## src/rtl/pw_pkg.sv

```systemverilog
package pw_pkg;
  localparam int STATE_W = 3;

  typedef enum logic [STATE_W-1:0] {
    ST_IDLE    = 3'd0,
    ST_GOT1    = 3'd1,
    ST_GOT11   = 3'd2,
    ST_GOT110  = 3'd3,
    ST_GOT1101 = 3'd4
  } pw_state_t;

  // Next-state rule, including fallback on mismatch and overlap.
  function automatic pw_state_t pw_next(input pw_state_t s, input logic b);
    pw_state_t n;
    unique case (s)
      ST_IDLE:    n = b ? ST_GOT1    : ST_IDLE;
      ST_GOT1:    n = b ? ST_GOT11   : ST_IDLE;
      ST_GOT11:   n = b ? ST_GOT11   : ST_GOT110;
      ST_GOT110:  n = b ? ST_GOT1101 : ST_IDLE;
      ST_GOT1101: n = b ? ST_GOT11   : ST_IDLE;
      default:    n = ST_IDLE;
    endcase
    return n;
  endfunction

  // Mealy output: depends on the held state and the bit now on the input.
  function automatic logic pw_hit(input pw_state_t s, input logic b);
    return (s == ST_GOT1101) && b;
  endfunction
endpackage

```

## src/rtl/pw_state_reg.sv

```systemverilog
module pw_state_reg
  import pw_pkg::*;
(
  input  logic      clk,
  input  logic      rst,
  input  pw_state_t nxt,
  output pw_state_t cur
);
  always_ff @(posedge clk) begin
    if (rst) cur <= ST_IDLE;
    else     cur <= nxt;
  end
endmodule

```

## src/rtl/pw_next_logic.sv

```systemverilog
module pw_next_logic
  import pw_pkg::*;
(
  input  pw_state_t cur,
  input  logic      din,
  output pw_state_t nxt
);
  always_comb nxt = pw_next(cur, din);
endmodule

```

## src/rtl/pw_out_logic.sv

```systemverilog
module pw_out_logic
  import pw_pkg::*;
(
  input  pw_state_t cur,
  input  logic      din,
  input  logic      rst,
  output logic      hit
);
  always_comb hit = !rst && pw_hit(cur, din);
endmodule

```

## src/rtl/pattern_watch.sv

```systemverilog
module pattern_watch
  import pw_pkg::*;
(
  input  logic clk,
  input  logic rst,
  input  logic din,
  output logic hit
);
  pw_state_t cur_state;
  pw_state_t nxt_state;

  pw_state_reg u_reg (
    .clk (clk),
    .rst (rst),
    .nxt (nxt_state),
    .cur (cur_state)
  );

  pw_next_logic u_next (
    .cur (cur_state),
    .din (din),
    .nxt (nxt_state)
  );

  pw_out_logic u_out (
    .cur (cur_state),
    .din (din),
    .rst (rst),
    .hit (hit)
  );
endmodule

```

## config.mk

```make
export PLATFORM = sky130hd
export DESIGN_NAME = pattern_watch
export DESIGN_NICKNAME = d
export VERILOG_FILES = /design/src/rtl/pw_pkg.sv /design/src/rtl/pw_state_reg.sv /design/src/rtl/pw_next_logic.sv /design/src/rtl/pw_out_logic.sv /design/src/rtl/pattern_watch.sv
export SDC_FILE = /design/constraint.sdc
export NUM_CORES = 1
export LEC_CHECK = 0
export BUFFER_PORTS_ARGS = -buffer_cell sky130_fd_sc_hd__buf_2
export CAP_MARGIN = 20
export CORE_AREA = 2 2 39 41
export CTS_CLUSTER_SIZE = 25
export DETAILED_ROUTE_END_ITERATION = 16
export DIE_AREA = 0 0 41 43
export PLACE_DENSITY = 0.3
export SYNTH_ARGS = -nofsm -noshare
export SYNTH_HDL_FRONTEND = slang
export SYNTH_SLANG_ARGS = --single-unit
```

## constraint.sdc

```tcl
create_clock -name clk -period 1.3 [get_ports clk]
set_input_delay 0.065 -clock clk [delete_from_list [all_inputs] [get_ports clk]]
set_output_delay 0.065 -clock clk [all_outputs]
set_load 0.005 [all_outputs]
```

==> results of run 1 <==
## where the power goes
group,leakage (nW),internal (W),switching (W)
Combinational,0.0299,0.00000933,0.00000763
Sequential,0.0245,0.0000978,0.00000626
Clock,0.0150,0.000115,0.0000455
Total,0.0694,0.000222,0.0000593
## worst register-to-register path, cell delays in order, from the launching register on
cell and delay (ps):
dfxtp_1 330, or4b_1 520, o41ai_1 80
## routing by layer
layer,up-vias,global-route usage [%],part of all wire [%],wire length (µm)
li1,63,-,-,-
met1,55,4.79,54,138
met2,6,2.81,31,78
met3,0,4.71,15,38
met4,0,4.00,0,0
met5,-,0,0,0
## final timing paths
check                          start                 endpoint  slack [ps]  cells past startpoint
max          u_reg.cur[2]$_SDFF_PP0_                      hit         220                      3
min                              rst  u_reg.cur[2]$_SDFF_PP0_          60                      2
max reg2reg  u_reg.cur[0]$_SDFF_PP0_  u_reg.cur[1]$_SDFF_PP0_         250                      2
min reg2reg  u_reg.cur[2]$_SDFF_PP0_  u_reg.cur[0]$_SDFF_PP0_         510                      1
## cells by family (layout without fill, tap and decap cells)
family,after synthesis,after routing,share of synthesized area (%)
compound gates,1,1,6.80
xor+xnor,2,2,13.6
buf+inv,1,8,2.91
flops,3,3,46.6
simple gates,6,6,30.1
## per-stage QoR
| step | util (%) | total power, W | setup WS (ps) | instance area, µm² | std cells |
|---|---|---|---|---|---|
| after CTS | 13.7 | 0.000293 | 201 | 190 | 36 |
| after floorplan | - | 0.000114 | 315 | 129 | 13 |
| after global routing | 13.7 | 0.000303 | 120 | 190 | 36 |
| after detailed placement | 11.8 | 0.000123 | 255 | 164 | 32 |
| after global placement | 11.8 | 0.000122 | 254 | 164 | 32 |
| final | 13.7 | 0.000281 | 224 | 190 | 36 |
## synth_stat cells
library cell,instances
dfxtp_1,3
nor2_1,1
xnor2_1,2
nand2_1,1
or4b_1,1
inv_1,1
o41ai_1,1
nand4b_1,1
nor4_1,2
## final cells by class
type	instances	area, µm²	share of cell area, %
Inverter	1	3.75	1.97
Multi-Input combinational cell	9	65.1	34.2
Sequential cell	3	60.1	31.6
Tap cell	16	20.0	10.5
Timing Repair Buffer	3	15.0	7.89
Clock buffer	4	26.3	13.8
==> reports/qor.yml, run 1 <==
avgViaCountPerCell: 3.44
final-setup-viol-count: 0
cp.arrival_ps: 1010
cts.htree.levels: 1
cts_tree: "built"
placementRows: 14
grt_pass1_vias: 97
fin_crit_ps: 1080
path_max_fanout: 5
die_width_um: 41
synth.area.top_cells: "dfxtp_1, xnor2_1, nor4_1"
final_cell_mix: "clkbuf_4, buf_2, dfxtp_1"
post_cts_buffers: 0
rsz0062_at_grt: "false"
clock_latency_ps: 230
dr.pass1.iters: 4
drive_gt1_share_pct: 30.0
dieArea_mm2: 0.00176
top_regs: "u_reg.cur: 3 flops"
worst_setup_path_end_kind: "primary output"
critPathKind: "flop to primary output"
ir_worst_vdd_v: 0.000447
finalHoldViolCount: 0
power_density_mw_per_mm2: 1480
overflow: 0
crit_chain: "nand2_1 > nor4_1 > buf_2"
die_h_um: 43
ys_seq_area_share_pct: 46.6
netlist.area_leader.share_pct: 46.6
ys_seq_elements: 3
clkSinkCount: 3
critPathMaxStageDelay_ps: 380
clockRootBuffer: "clkbuf_4"
ios: 4
vias: 124
largest_register_ffs: 3
drc: 0
ys_warn_count: 0
synth_cell_types: 9
max_freq_mhz: 930
postSynthCellCount: 13
grtUsageTotal_pct: 3.91
tightest_slew_ps: 296
area_growth_pct: 47.6
fin_tns_setup_ps: 0
finalWeightedCongestion: 0.509
max_cap_violations: 0
core_mm2: 0.00138
period_share_pct: 82.7
start_kind: "flop"
clockBufferDepth: 2
wirelength_um: 254
cts_buffers: 3
crit_slowest_cell: "dfxtp_1"
num_antenna_cells: 0
yosys.area.top_type: "dfxtp_1"
final_antenna_net_count: 0
antenna_found_initial: 0
clock_skew_ps: 1.14
hp-class: "input pin to flop"
syn_nets: 16
nFillCells: 155
cts.clk_slew.worst_paths_ps: 30
wl_per_cell_um: 7.06
hold_ws_ps: 55.4
cp_data_required_time_ps: 1240
max_flop_register: "u_reg.cur"
layout.nets: 24
grt_max_degree: 6
status: "complete, no violations"
crit_family: "flip-flops"
floorplan.initialDensity_pct: 9.31
synth.cell_area_um2: 129
grt_pass1_wl_um: 386
path_buf_inv: 1
cts_resized: 0
slew_viol_final: 0
drt_iter0_markers: 7
ctsHoldBuffers: 0
relSlewSlack_pct: 80.0
syn_area_per_cell_um2: 9.91
p_leak_nw: 0.0694
io_buffer_count: 3
No activity file was read; power rests on OpenSTA's default activity.
==> inputs of run 2 (changes only) <==
==> constraint.sdc (replaced) <==
create_clock -name clk -period 1 [get_ports clk]
set_input_delay 0.05 -clock clk [delete_from_list [all_inputs] [get_ports clk]]
set_output_delay 0.05 -clock clk [all_outputs]
set_load 0.005 [all_outputs]
==> reports/qor.yml, run 2 (synthesis results as in run 1) <==
grtUsageMet1_pct: 5.73
largest_register_ffs: 3
num_antenna_cells: 0
worstReg2RegStart: "u_reg.cur[0]$_SDFF_PP0_"
path_max_fanout: 4
wl_per_cell_um: 7.75
cts.clk_slew.worst_paths_ps: 40
grt_max_degree: 6
placementRows: 14
grtUsageTotal_pct: 4.40
p_switching_w: 0.0000834
busiest_layer: "met1"
fin_tns_setup_ps: -94.5
max_flop_register: "u_reg.cur"
drc: 0
period_share_pct: 107
min_path_cells: 2
power_density_mw_per_mm2: 1610
power.share.switching_pct: 21.4
cp.arrival_ps: 1020
max_freq_mhz: 934
dieArea_mm2: 0.00176
top_regs: "u_reg.cur: 3 flops"
antenna_found_initial: 0
max_cap_violations: 0
relSlewSlack_pct: 82.5
start_kind: "flop"
grt_pass1_vias: 110
internal-power_w: 0.000306
final-setup-viol-count: 2
drt_iter0_markers: 4
critPathKind: "flop to primary output"
floorplan.initialDensity_pct: 9.31
p_leak_nw: 0.0991
hp-class: "input pin to flop"
clockRootBuffer: "clkbuf_4"
clkSinkCount: 3
layout.nets: 28
clockBufferDepth: 2
grt_util_met2_pct: 3.44
drive_gt1_share_pct: 54.2
ir_worst_vdd_v: 0.000572
cp_data_required_time_ps: 950
cts.htree.levels: 1
hold_ws_ps: 67.2
p_comb_share_pct: 13.4
fin_crit_ps: 1070
fin_ws_ps: -70.7
reg2regPathDepth: 2
grtUsageMet3_pct: 4.71
final_cell_mix: "clkbuf_4, buf_2"
overflow: 0
wirelength_um: 310
worst_setup_path_end_kind: "primary output"
p_total_w: 0.000390
io_buffer_count: 3
die_h_um: 43
clock_skew_ps: 3.05
avgViaCountPerCell: 3.45
cts_tree: "built"
violations: "negative setup slack"
min-delay-start: "rst"
core_mm2: 0.00138
power_frac_seq_pct: 33.8
finalWeightedCongestion: 0.566
dr.pass1.iters: 4
r2r_slack_ps: -20
vias: 138
final_util_pct: 17.5
finalHoldViolCount: 0
rsz0062_at_grt: "true"
status: "finished with violations"
ios: 4
clock_latency_ps: 230
reg2reg_to: "u_reg.cur[1]$_SDFF_PP0_"
slew_viol_final: 0
area_growth_pct: 88.3
hold_path_end: "u_reg.cur[2]$_SDFF_PP0_"
die_width_um: 41
place_ws_ps: 11.8
final_antenna_net_count: 0
tightest_slew_ps: 260
cts_buffers: 3
grt_pass1_wl_um: 455
clkPwrFrac_pct: 52.8
[run 2: cell count changes in the layout (fill, tap and decap cells not counted)]
cell / delta
buf_4: +2
buf_6: +2
dfxtp_1: -1
dfxtp_2: +1
nor4_1: -1
nor4_2: +1
o41ai_1: -1
o41ai_2: +1
[run 2: power groups by stage]
| stage | clock network, W | logic (W) | registers, W |
|---|---|---|---|
| 3_3_place_gp | 0 | 0.0000377 | 0.000132 |
| 5_1_grt | 0.000231 | 0.0000568 | 0.000132 |
| 4_1_cts | 0.000220 | 0.0000410 | 0.000130 |
| 3_5_place_dp | 0 | 0.0000375 | 0.000131 |
| 2_1_floorplan | 0 | 0.0000128 | 0.000136 |
| 6_report | 0.000206 | 0.0000523 | 0.000132 |
[run 2: worst max-delay path by stage]
stage	start	to	slack, ps	cells past startpoint
after floorplan	u_reg.cur[0]$_SDFF_PP0_	u_reg.cur[1]$_SDFF_PP0_	10	2
after global placement	u_reg.cur[0]$_SDFF_PP0_	u_reg.cur[1]$_SDFF_PP0_	-10	2
after detailed placement	u_reg.cur[0]$_SDFF_PP0_	u_reg.cur[1]$_SDFF_PP0_	10	2
after CTS	u_reg.cur[1]$_SDFF_PP0_	hit	-100	3
after global routing	u_reg.cur[0]$_SDFF_PP0_	hit	-140	3
final	u_reg.cur[0]$_SDFF_PP0_	hit	-70	3
[run 2: repair_timing]
action | in CTS | in global routing
resized for setup | 2 | 3
endpoints found under the setup margin | 1 | 2
hold buffers | 0 | 0
setup buffers | 0 | 1
hold endpoints to repair | 0 | 0
pin swaps | 0 | 1
[run 2: final cells by class]
type / count / area (µm²)
Timing Repair Buffer: 7 / 52.6
Multi-Input combinational cell: 9 / 78.8
Sequential cell: 3 / 61.3
Fill cell: 155 / 1140
Inverter: 1 / 3.75
Tap cell: 16 / 20.0
Clock buffer: 4 / 26.3
[run 2: per-stage QoR]
stage	cell area [µm²]	std cells
after detailed placement	186	35
after global placement	186	35
final	243	40
after CTS	223	39
after floorplan	129	13
after global routing	243	40
[run 2: worst max-delay path: stages, from the launching register on]
cell	delay [ps]
dfxtp_2	310
buf_6	110
nor4_2	230
buf_2	140
[run 2: metal layers]
metal  vias to the layer above  part of all wire, %
met5                         -                    0
met4                         0                    0
met3                         0                   10
met2                         4                   40
met1                        63                   49
li1                         71                    -
